$ cat src/rtl/dma_sts_pkg.sv
package dma_sts_pkg;

  localparam int STS_W = 32;

  localparam int B_BUSERR  = 0;
  localparam int B_START   = 1;
  localparam int B_END     = 2;
  localparam int B_STOP    = 3;
  localparam int B_RAS     = 4;
  localparam int B_REQ     = 8;
  localparam int B_EOR     = 9;
  localparam int B_CMP     = 10;
  localparam int B_MASKRUN = 22;
  localparam int B_RASEN   = 23;
  localparam int B_CMPCLR  = 24;
  localparam int B_CMPSET  = 25;
  localparam int B_EOREN   = 28;
  localparam int B_STOPEN  = 29;
  localparam int B_NOFETCH = 30;
  localparam int B_RUN     = 31;

  localparam logic [STS_W-1:0] KEEP_MASK = 32'h0000_071F;
  localparam logic [STS_W-1:0] W1C_MASK  = 32'h0000_0207;
  localparam logic [STS_W-1:0] LOAD_MASK = 32'hFC80_0000;
  localparam logic [STS_W-1:0] STS_RESET = 32'h0000_0008;

  typedef struct packed {
    logic stop;
    logic eor;
    logic ras;
    logic start;
    logic fin;
  } cause_t;

  typedef struct packed {
    logic buserr;
    logic start;
    logic fin;
    logic stop;
    logic ras;
    logic eor;
  } evt_t;

  // Software write applied to a stored status word.
  function automatic logic [STS_W-1:0] sts_write(input logic [STS_W-1:0] cur,
                                                 input logic [STS_W-1:0] val);
    logic [STS_W-1:0] nx;
    nx = (cur & KEEP_MASK & ~(val & W1C_MASK)) | (val & LOAD_MASK);
    if (nx[B_STOPEN]) nx[B_STOP] = 1'b0;
    if (val[B_RUN]) nx[B_STOP] = 1'b0;
    if (!val[B_RUN] && !val[B_MASKRUN]) nx[B_STOP] = 1'b1;
    if (val[B_CMPCLR]) nx[B_CMP] = 1'b0;
    if (val[B_CMPSET]) nx[B_CMP] = 1'b1;
    nx[B_REQ] = 1'b0;
    return nx;
  endfunction

  // Engine events set flags on top of whatever the write produced.
  function automatic logic [STS_W-1:0] sts_events(input logic [STS_W-1:0] cur,
                                                  input evt_t e);
    logic [STS_W-1:0] nx;
    nx = cur;
    nx[B_BUSERR] = cur[B_BUSERR] | e.buserr;
    nx[B_START]  = cur[B_START]  | e.start;
    nx[B_END]    = cur[B_END]    | e.fin;
    nx[B_STOP]   = cur[B_STOP]   | e.stop;
    nx[B_RAS]    = cur[B_RAS]    | e.ras;
    nx[B_EOR]    = cur[B_EOR]    | e.eor;
    return nx;
  endfunction

  function automatic cause_t sts_causes(input logic [STS_W-1:0] s);
    cause_t c;
    c.stop  = s[B_STOP] & s[B_STOPEN];
    c.eor   = s[B_EOR]  & s[B_EOREN];
    c.ras   = s[B_RAS]  & s[B_RASEN];
    c.start = s[B_START];
    c.fin   = s[B_END];
    return c;
  endfunction

endpackage

$ cat src/rtl/dma_chan_status.sv
module dma_chan_status
  import dma_sts_pkg::*;
(
  input  logic             clk,
  input  logic             rst_n,
  input  logic             wr_hit,
  input  logic [STS_W-1:0] wr_val,
  input  evt_t             evt,
  output logic [STS_W-1:0] sts,
  output cause_t           cause,
  output logic             run_pulse,
  output logic             fetch_first
);

  logic [STS_W-1:0] sts_written;
  logic [STS_W-1:0] sts_next;

  always_comb begin
    sts_written = wr_hit ? sts_write(sts, wr_val) : sts;
    sts_next    = sts_events(sts_written, evt);
  end

  assign cause = sts_causes(sts);

  always_ff @(posedge clk) begin
    if (!rst_n) begin
      sts         <= STS_RESET;
      run_pulse   <= 1'b0;
      fetch_first <= 1'b0;
    end else begin
      sts         <= sts_next;
      run_pulse   <= wr_hit & wr_val[B_RUN];
      fetch_first <= wr_hit & wr_val[B_RUN] & ~wr_val[B_NOFETCH];
    end
  end

endmodule

$ cat src/rtl/dma_irq_merge.sv
module dma_irq_merge
  import dma_sts_pkg::*;
#(
  parameter int NCH = 32
)(
  input  logic             clk,
  input  logic             rst_n,
  input  cause_t [NCH-1:0] cause,
  output logic   [NCH-1:0] int_vec,
  output logic             irq
);

  logic [NCH-1:0] stop_v, eor_v, ras_v, start_v, end_v;

  for (genvar n = 0; n < NCH; n++) begin : g_vec
    always_ff @(posedge clk) begin
      if (!rst_n) begin
        stop_v[n]  <= 1'b0;
        eor_v[n]   <= 1'b0;
        ras_v[n]   <= 1'b0;
        start_v[n] <= 1'b0;
        end_v[n]   <= 1'b0;
      end else begin
        stop_v[n]  <= cause[n].stop;
        eor_v[n]   <= cause[n].eor;
        ras_v[n]   <= cause[n].ras;
        start_v[n] <= cause[n].start;
        end_v[n]   <= cause[n].fin;
      end
    end
  end

  assign int_vec = stop_v | eor_v | ras_v | start_v | end_v;
  assign irq     = |int_vec;

endmodule

$ cat src/rtl/dma_cfg_regs.sv
module dma_cfg_regs #(
  parameter int             DW       = 32,
  parameter logic [DW-1:0]  PIO_MASK = 32'h8000_0001
)(
  input  logic          clk,
  input  logic          rst_n,
  input  logic          wr_align,
  input  logic          wr_pio,
  input  logic [DW-1:0] wr_val,
  output logic [DW-1:0] align_q,
  output logic [DW-1:0] pio_q
);

  always_ff @(posedge clk) begin
    if (!rst_n) begin
      align_q <= '0;
      pio_q   <= '0;
    end else begin
      if (wr_align) align_q <= wr_val;
      if (wr_pio)   pio_q   <= wr_val & PIO_MASK;
    end
  end

endmodule

$ cat src/rtl/dma_status_irq_hub.sv
module dma_status_irq_hub
  import dma_sts_pkg::*;
#(
  parameter int NCH = 32,
  parameter int AW  = 8
)(
  input  logic             clk,
  input  logic             rst_n,
  input  logic             wr_en,
  input  logic [AW-1:0]    wr_addr,
  input  logic [STS_W-1:0] wr_data,
  input  logic [AW-1:0]    rd_addr,
  output logic [STS_W-1:0] rd_data,
  input  logic [NCH-1:0]   req_pend,
  input  logic [NCH-1:0]   evt_buserr,
  input  logic [NCH-1:0]   evt_start,
  input  logic [NCH-1:0]   evt_end,
  input  logic [NCH-1:0]   evt_stop,
  input  logic [NCH-1:0]   evt_ras,
  input  logic [NCH-1:0]   evt_eor,
  output logic [NCH-1:0]   run_pulse,
  output logic [NCH-1:0]   fetch_first,
  output logic             irq
);

  localparam int            CHW     = $clog2(NCH);
  localparam int            CH_END  = NCH * 4;
  localparam logic [AW-1:0] A_CHEND = AW'(CH_END);
  localparam logic [AW-1:0] A_ALIGN = AW'(8'hA0);
  localparam logic [AW-1:0] A_PIO   = AW'(8'hA4);
  localparam logic [AW-1:0] A_INT   = AW'(8'hF0);

  // Named internal events, also used by the bound checker.
  logic                  wr_in_ch;
  logic [CHW-1:0]        wr_idx;
  logic [NCH-1:0]        wr_hit;
  logic [NCH-1:0][STS_W-1:0] sts_q;
  cause_t [NCH-1:0]      chan_cause;
  logic [NCH-1:0]        cause_or;
  logic [NCH-1:0]        int_vec;
  logic [STS_W-1:0]      align_q;
  logic [STS_W-1:0]      pio_q;
  logic                  rd_in_ch;
  logic [CHW-1:0]        rd_idx;

  assign wr_in_ch = (wr_addr < A_CHEND) && (wr_addr[1:0] == 2'b00);
  assign wr_idx   = wr_addr[CHW+1:2];

  for (genvar n = 0; n < NCH; n++) begin : g_ch
    evt_t ev;
    assign ev.buserr = evt_buserr[n];
    assign ev.start  = evt_start[n];
    assign ev.fin    = evt_end[n];
    assign ev.stop   = evt_stop[n];
    assign ev.ras    = evt_ras[n];
    assign ev.eor    = evt_eor[n];
    assign wr_hit[n] = wr_en && wr_in_ch && (wr_idx == CHW'(n));

    dma_chan_status i_chan (
      .clk         (clk),
      .rst_n       (rst_n),
      .wr_hit      (wr_hit[n]),
      .wr_val      (wr_data),
      .evt         (ev),
      .sts         (sts_q[n]),
      .cause       (chan_cause[n]),
      .run_pulse   (run_pulse[n]),
      .fetch_first (fetch_first[n])
    );

    assign cause_or[n] = |chan_cause[n];
  end

  dma_irq_merge #(.NCH(NCH)) i_merge (
    .clk     (clk),
    .rst_n   (rst_n),
    .cause   (chan_cause),
    .int_vec (int_vec),
    .irq     (irq)
  );

  dma_cfg_regs #(.DW(STS_W), .PIO_MASK(32'h8000_0001)) i_cfg (
    .clk      (clk),
    .rst_n    (rst_n),
    .wr_align (wr_en && (wr_addr == A_ALIGN)),
    .wr_pio   (wr_en && (wr_addr == A_PIO)),
    .wr_val   (wr_data),
    .align_q  (align_q),
    .pio_q    (pio_q)
  );

  assign rd_in_ch = (rd_addr < A_CHEND) && (rd_addr[1:0] == 2'b00);
  assign rd_idx   = rd_addr[CHW+1:2];

  always_comb begin
    rd_data = '0;
    if (rd_in_ch) begin
      rd_data        = sts_q[rd_idx];
      rd_data[B_REQ] = req_pend[rd_idx];
    end else if (rd_addr == A_ALIGN) begin
      rd_data = align_q;
    end else if (rd_addr == A_PIO) begin
      rd_data = pio_q;
    end else if (rd_addr == A_INT) begin
      rd_data[NCH-1:0] = int_vec;
    end
  end

endmodule

$ cat config.mk
export PLATFORM = sky130hd
export DESIGN_NAME = dma_status_irq_hub
export DESIGN_NICKNAME = d
export VERILOG_FILES = /design/src/rtl/dma_sts_pkg.sv /design/src/rtl/dma_chan_status.sv /design/src/rtl/dma_irq_merge.sv /design/src/rtl/dma_cfg_regs.sv /design/src/rtl/dma_status_irq_hub.sv
export SDC_FILE = /design/constraint.sdc
export NUM_CORES = 1
export LEC_CHECK = 0
export CORE_ASPECT_RATIO = 1.4
export CORE_UTILIZATION = 38
export CTS_CLUSTER_SIZE = 12
export DETAILED_ROUTE_END_ITERATION = 16
export PLACE_DENSITY_LB_ADDON = 0.15
export SYNTH_ARGS = -nofsm -noshare
export SYNTH_HDL_FRONTEND = slang
export SYNTH_SLANG_ARGS = --single-unit
$ cat constraint.sdc
create_clock -name clk -period 4.7 [get_ports clk]
set_clock_uncertainty 0.2 [all_clocks]
set_input_delay 1.175 -clock clk [delete_from_list [all_inputs] [get_ports clk]]
set_output_delay 1.175 -clock clk [all_outputs]
set_load 0.01 [all_outputs]
==> metrics.yaml <==
crit_path_start_kind: "primary input"
reg2reg_slack_ns: 3.69
grt.total_usage_pct: 28.6
synth_top_cell_area_share_pct: 47.7
path_cells: "clkdlybuf4s50_1 -> buf_12 -> buf_6 -> buf_4 -> mux4_2 -> o22ai_1 -> a21oi_1 -> o211a_1 -> buf_2"
synth_flop_cell: "dfxtp_1"
synth_most_common_cell: "dfxtp_1"
clock-sinks: 706
clk_latency_ns: 0.62
dp_cells: 4384
cts-root-buf: "clkbuf_16"
min_from: "g_ch[17].i_chan.sts[30]"
grt_pass1_wl_um: 165000
die_height_um: 332
synth_cell_type_count: 48
cap_viol_max_count: 0
syn_to_final_growth_pct: 25.2
placed_area_um2: 34700
holdCritPathClass: "reg -> reg"
ctsHoldBuffers: 0
post-synth-top-area-cell: "dfxtp_1"
cts_buffers: 73
worst_slack_ns: -0.00436
clk_pin_slew_ns: 0.06
drt_wl_total_um: 115000
cp_max_fo: 8
htree_levels: 3
failed_checks: "negative setup slack"
grt_max_degree: 181
r2r-end: "g_ch[27].i_chan.sts[0]"
period_share_pct: 100
dp_hpwl_um: 83600
crit_family: "buffers and inverters"
setup.worst_path.class: "in -> out"
globalplace.congestion: 0.975
slew_headroom_pct: 34.3
timing.rr.start: "g_ch[27].i_chan.sts[0]"
io_buffers: 371
antenna_found_initial: 5
drtIter0Drc: 1851
coreArea_um2: 76900
yosys-top-cells-area: "dfxtp_1, nand2_1, mux4_2"
slew_viol_final: 0
vias: 24434
setup_violations: 1
stdcell_count: 4497
drc: 0
die_x_um: 238
synth_edf_count: 0
start_util_pct: 38.6
grt_pass1_vias: 24545
ios: 372
cts_tree: "built"
ir_drop_mv: 0.252
detail_route.first_pass.iterations: 6
crit_buf_inv: 5
num_antenna_cells: 0
num_rows: 120
ant_nets: 0
async_reset_ff_share_pct: 0
gr-total-overflow: 0
crit_required_ns: 3.32
synth_area_um2: 29600
power.leakage_nw: 13.6
hold-path-cell-count: 2
critPathSlowestCell: "clkdlybuf4s50_1"
critPathArrivalTime_ns: 3.33
synth_fp_nets: 3366
clockBufferDepth: 3
critPathCaptureType: "output port"
routedWlPerCell_um: 25.6
layout-drive-gt1-share_pct: 16.4
r2r_cells: 2
fmax_mhz: 213
worstHoldEndpoint: "g_ch[17].i_chan.sts[30]"
yosys_warnings: 0
die_area_um2: 79100
viasPerCell: 5.43
avgSynthCellArea_um2: 9.59
fin_crit_ns: 4.70
fin_nets: 3700
synth_seq_area_share_pct: 47.7
status: "finished, violations left"
synth_cells: 3091
finalInstanceArea_um2: 37100
synth_top_cells_by_count: "dfxtp_1, nand2_1, a21boi_0"
max_stage_delay_ns: 0.50
hold_viol: 0
p_per_area_nw_per_um2: 351
ys_ff_latch: 706
worst_slew_pin_slew_ns: 0.986
==> worst max path at each step <==
| stage | start | end | slack, ns | cells past startpoint |
|---|---|---|---|---|
| 6_report | rd_addr[4] | rd_data[0] | -0.004 | 9 |
| 5_1_grt | rd_addr[4] | rd_data[0] | -0.02 | 9 |
| 4_1_cts | rd_addr[4] | rd_data[31] | -0.07 | 9 |
| 3_5_place_dp | rd_addr[4] | rd_data[0] | -0.47 | 9 |
| 3_3_place_gp | rd_addr[4] | rd_data[31] | -0.48 | 9 |
| 2_1_floorplan | rd_addr[2] | rd_data[28] | 0.55 | 7 |
==> flip-flops by register name (all words and copies together), names as in the netlist <==
signal,cells
g_ch.i_chan.sts,448
g_ch.i_chan.fetch_first,32
g_ch.i_chan.run_pulse,32
i_cfg.align_q,32
i_merge.end_v,32
i_merge.eor_v,32
i_merge.ras_v,32
i_merge.start_v,32
i_merge.stop_v,32
i_cfg.pio_q,2
==> cell type report <==
| class | count | area, um^2 |
|---|---|---|
| clock inverter | 11 | 141 |
| tap | 1037 | 1300 |
| fill | 7225 | 39800 |
| clock buffer | 99 | 2080 |
| multi-input combinational | 2074 | 14000 |
| timing repair buffer | 570 | 5450 |
| sequential | 706 | 14100 |
==> worst register-to-register path, delay by kind of cell, from the launching register on <==
kind,cells,cell delay (ns)
AOI/OAI and AO/OA,1,0.11
DFF,1,0.51
and+or+nand+nor,1,0.12
==> where the power goes <==
group / internal, mW / switching [mW] / total [mW]
clock network: 3.22 / 2.35 / 5.57
registers: 6.12 / 0.0961 / 6.21
logic: 0.565 / 0.665 / 1.23
total: 9.91 / 3.11 / 13.0
==> what timing repair did <==
| action | in CTS | in global routing |
|---|---|---|
| pin swaps | 6 | 11 |
| resized for setup | 79 | 31 |
| setup endpoints to repair | 32 | 18 |
| cloned | 0 | 0 |
| buffers inserted | 2 | 1 |
==> routing by layer <==
metal	GRT usage, %	routed length (um)
met3	4.74	6960
met5	0	53
met1	32.8	43800
met4	15.7	7140
met2	50.1	56900
==> placed cells by master (no fill, tap or decap), types with 21 or more instances in the layout <==
master           netlist  routed
and2_1                66      65
buf_4                 82     174
a31o_2                32      32
dfxtp_1              706     706
clkdlybuf4s50_1        0     333
dlygate4sd2_1          0      22
nand2_2               26      29
nand4b_1              32      32
mux4_2                96      96
nand2_1              690     687
nor2b_1              170     169
nor2_1               104      97
o21ai_0               61      57
or4_1                 32      32
buf_12                 1      21
a21boi_1              41      41
nor4_4                33      33
o21a_1                32      32
mux2i_1               54      53
a21oi_1              148     147
a22oi_1               59      59
and3_1               107      96
clkbuf_16              0      75
a21boi_0             182     182
==> cells by family after synthesis <==
kind of cell | after synthesis | synth area share, %
muxes | 150 | 9.12
and+or+nand+nor | 1311 | 23.5
buffers and inverters | 311 | 5.86
AOI/OAI and AO/OA | 613 | 13.8
DFF | 706 | 47.7
==> metrics by stage <==
step / power [mW] / hold slack [ns] / worst slack [ns] / TNS, ns / utilization (%)
2_1_floorplan: 6.87 / 0.232 / 0.554 / 0 / -
3_3_place_gp: 7.54 / 0.237 / -0.481 / -7.05 / 45.1
3_5_place_dp: 7.55 / 0.246 / -0.468 / -8.21 / 45.1
4_1_cts: 13.1 / 0.254 / -0.0671 / -0.0711 / 48.1
5_1_grt: 13.4 / 0.278 / -0.0192 / -0.0272 / 48.3
6_report: 13.0 / 0.254 / -0.00436 / -0.00436 / 48.3
No activity file was read; power rests on OpenSTA's default activity.
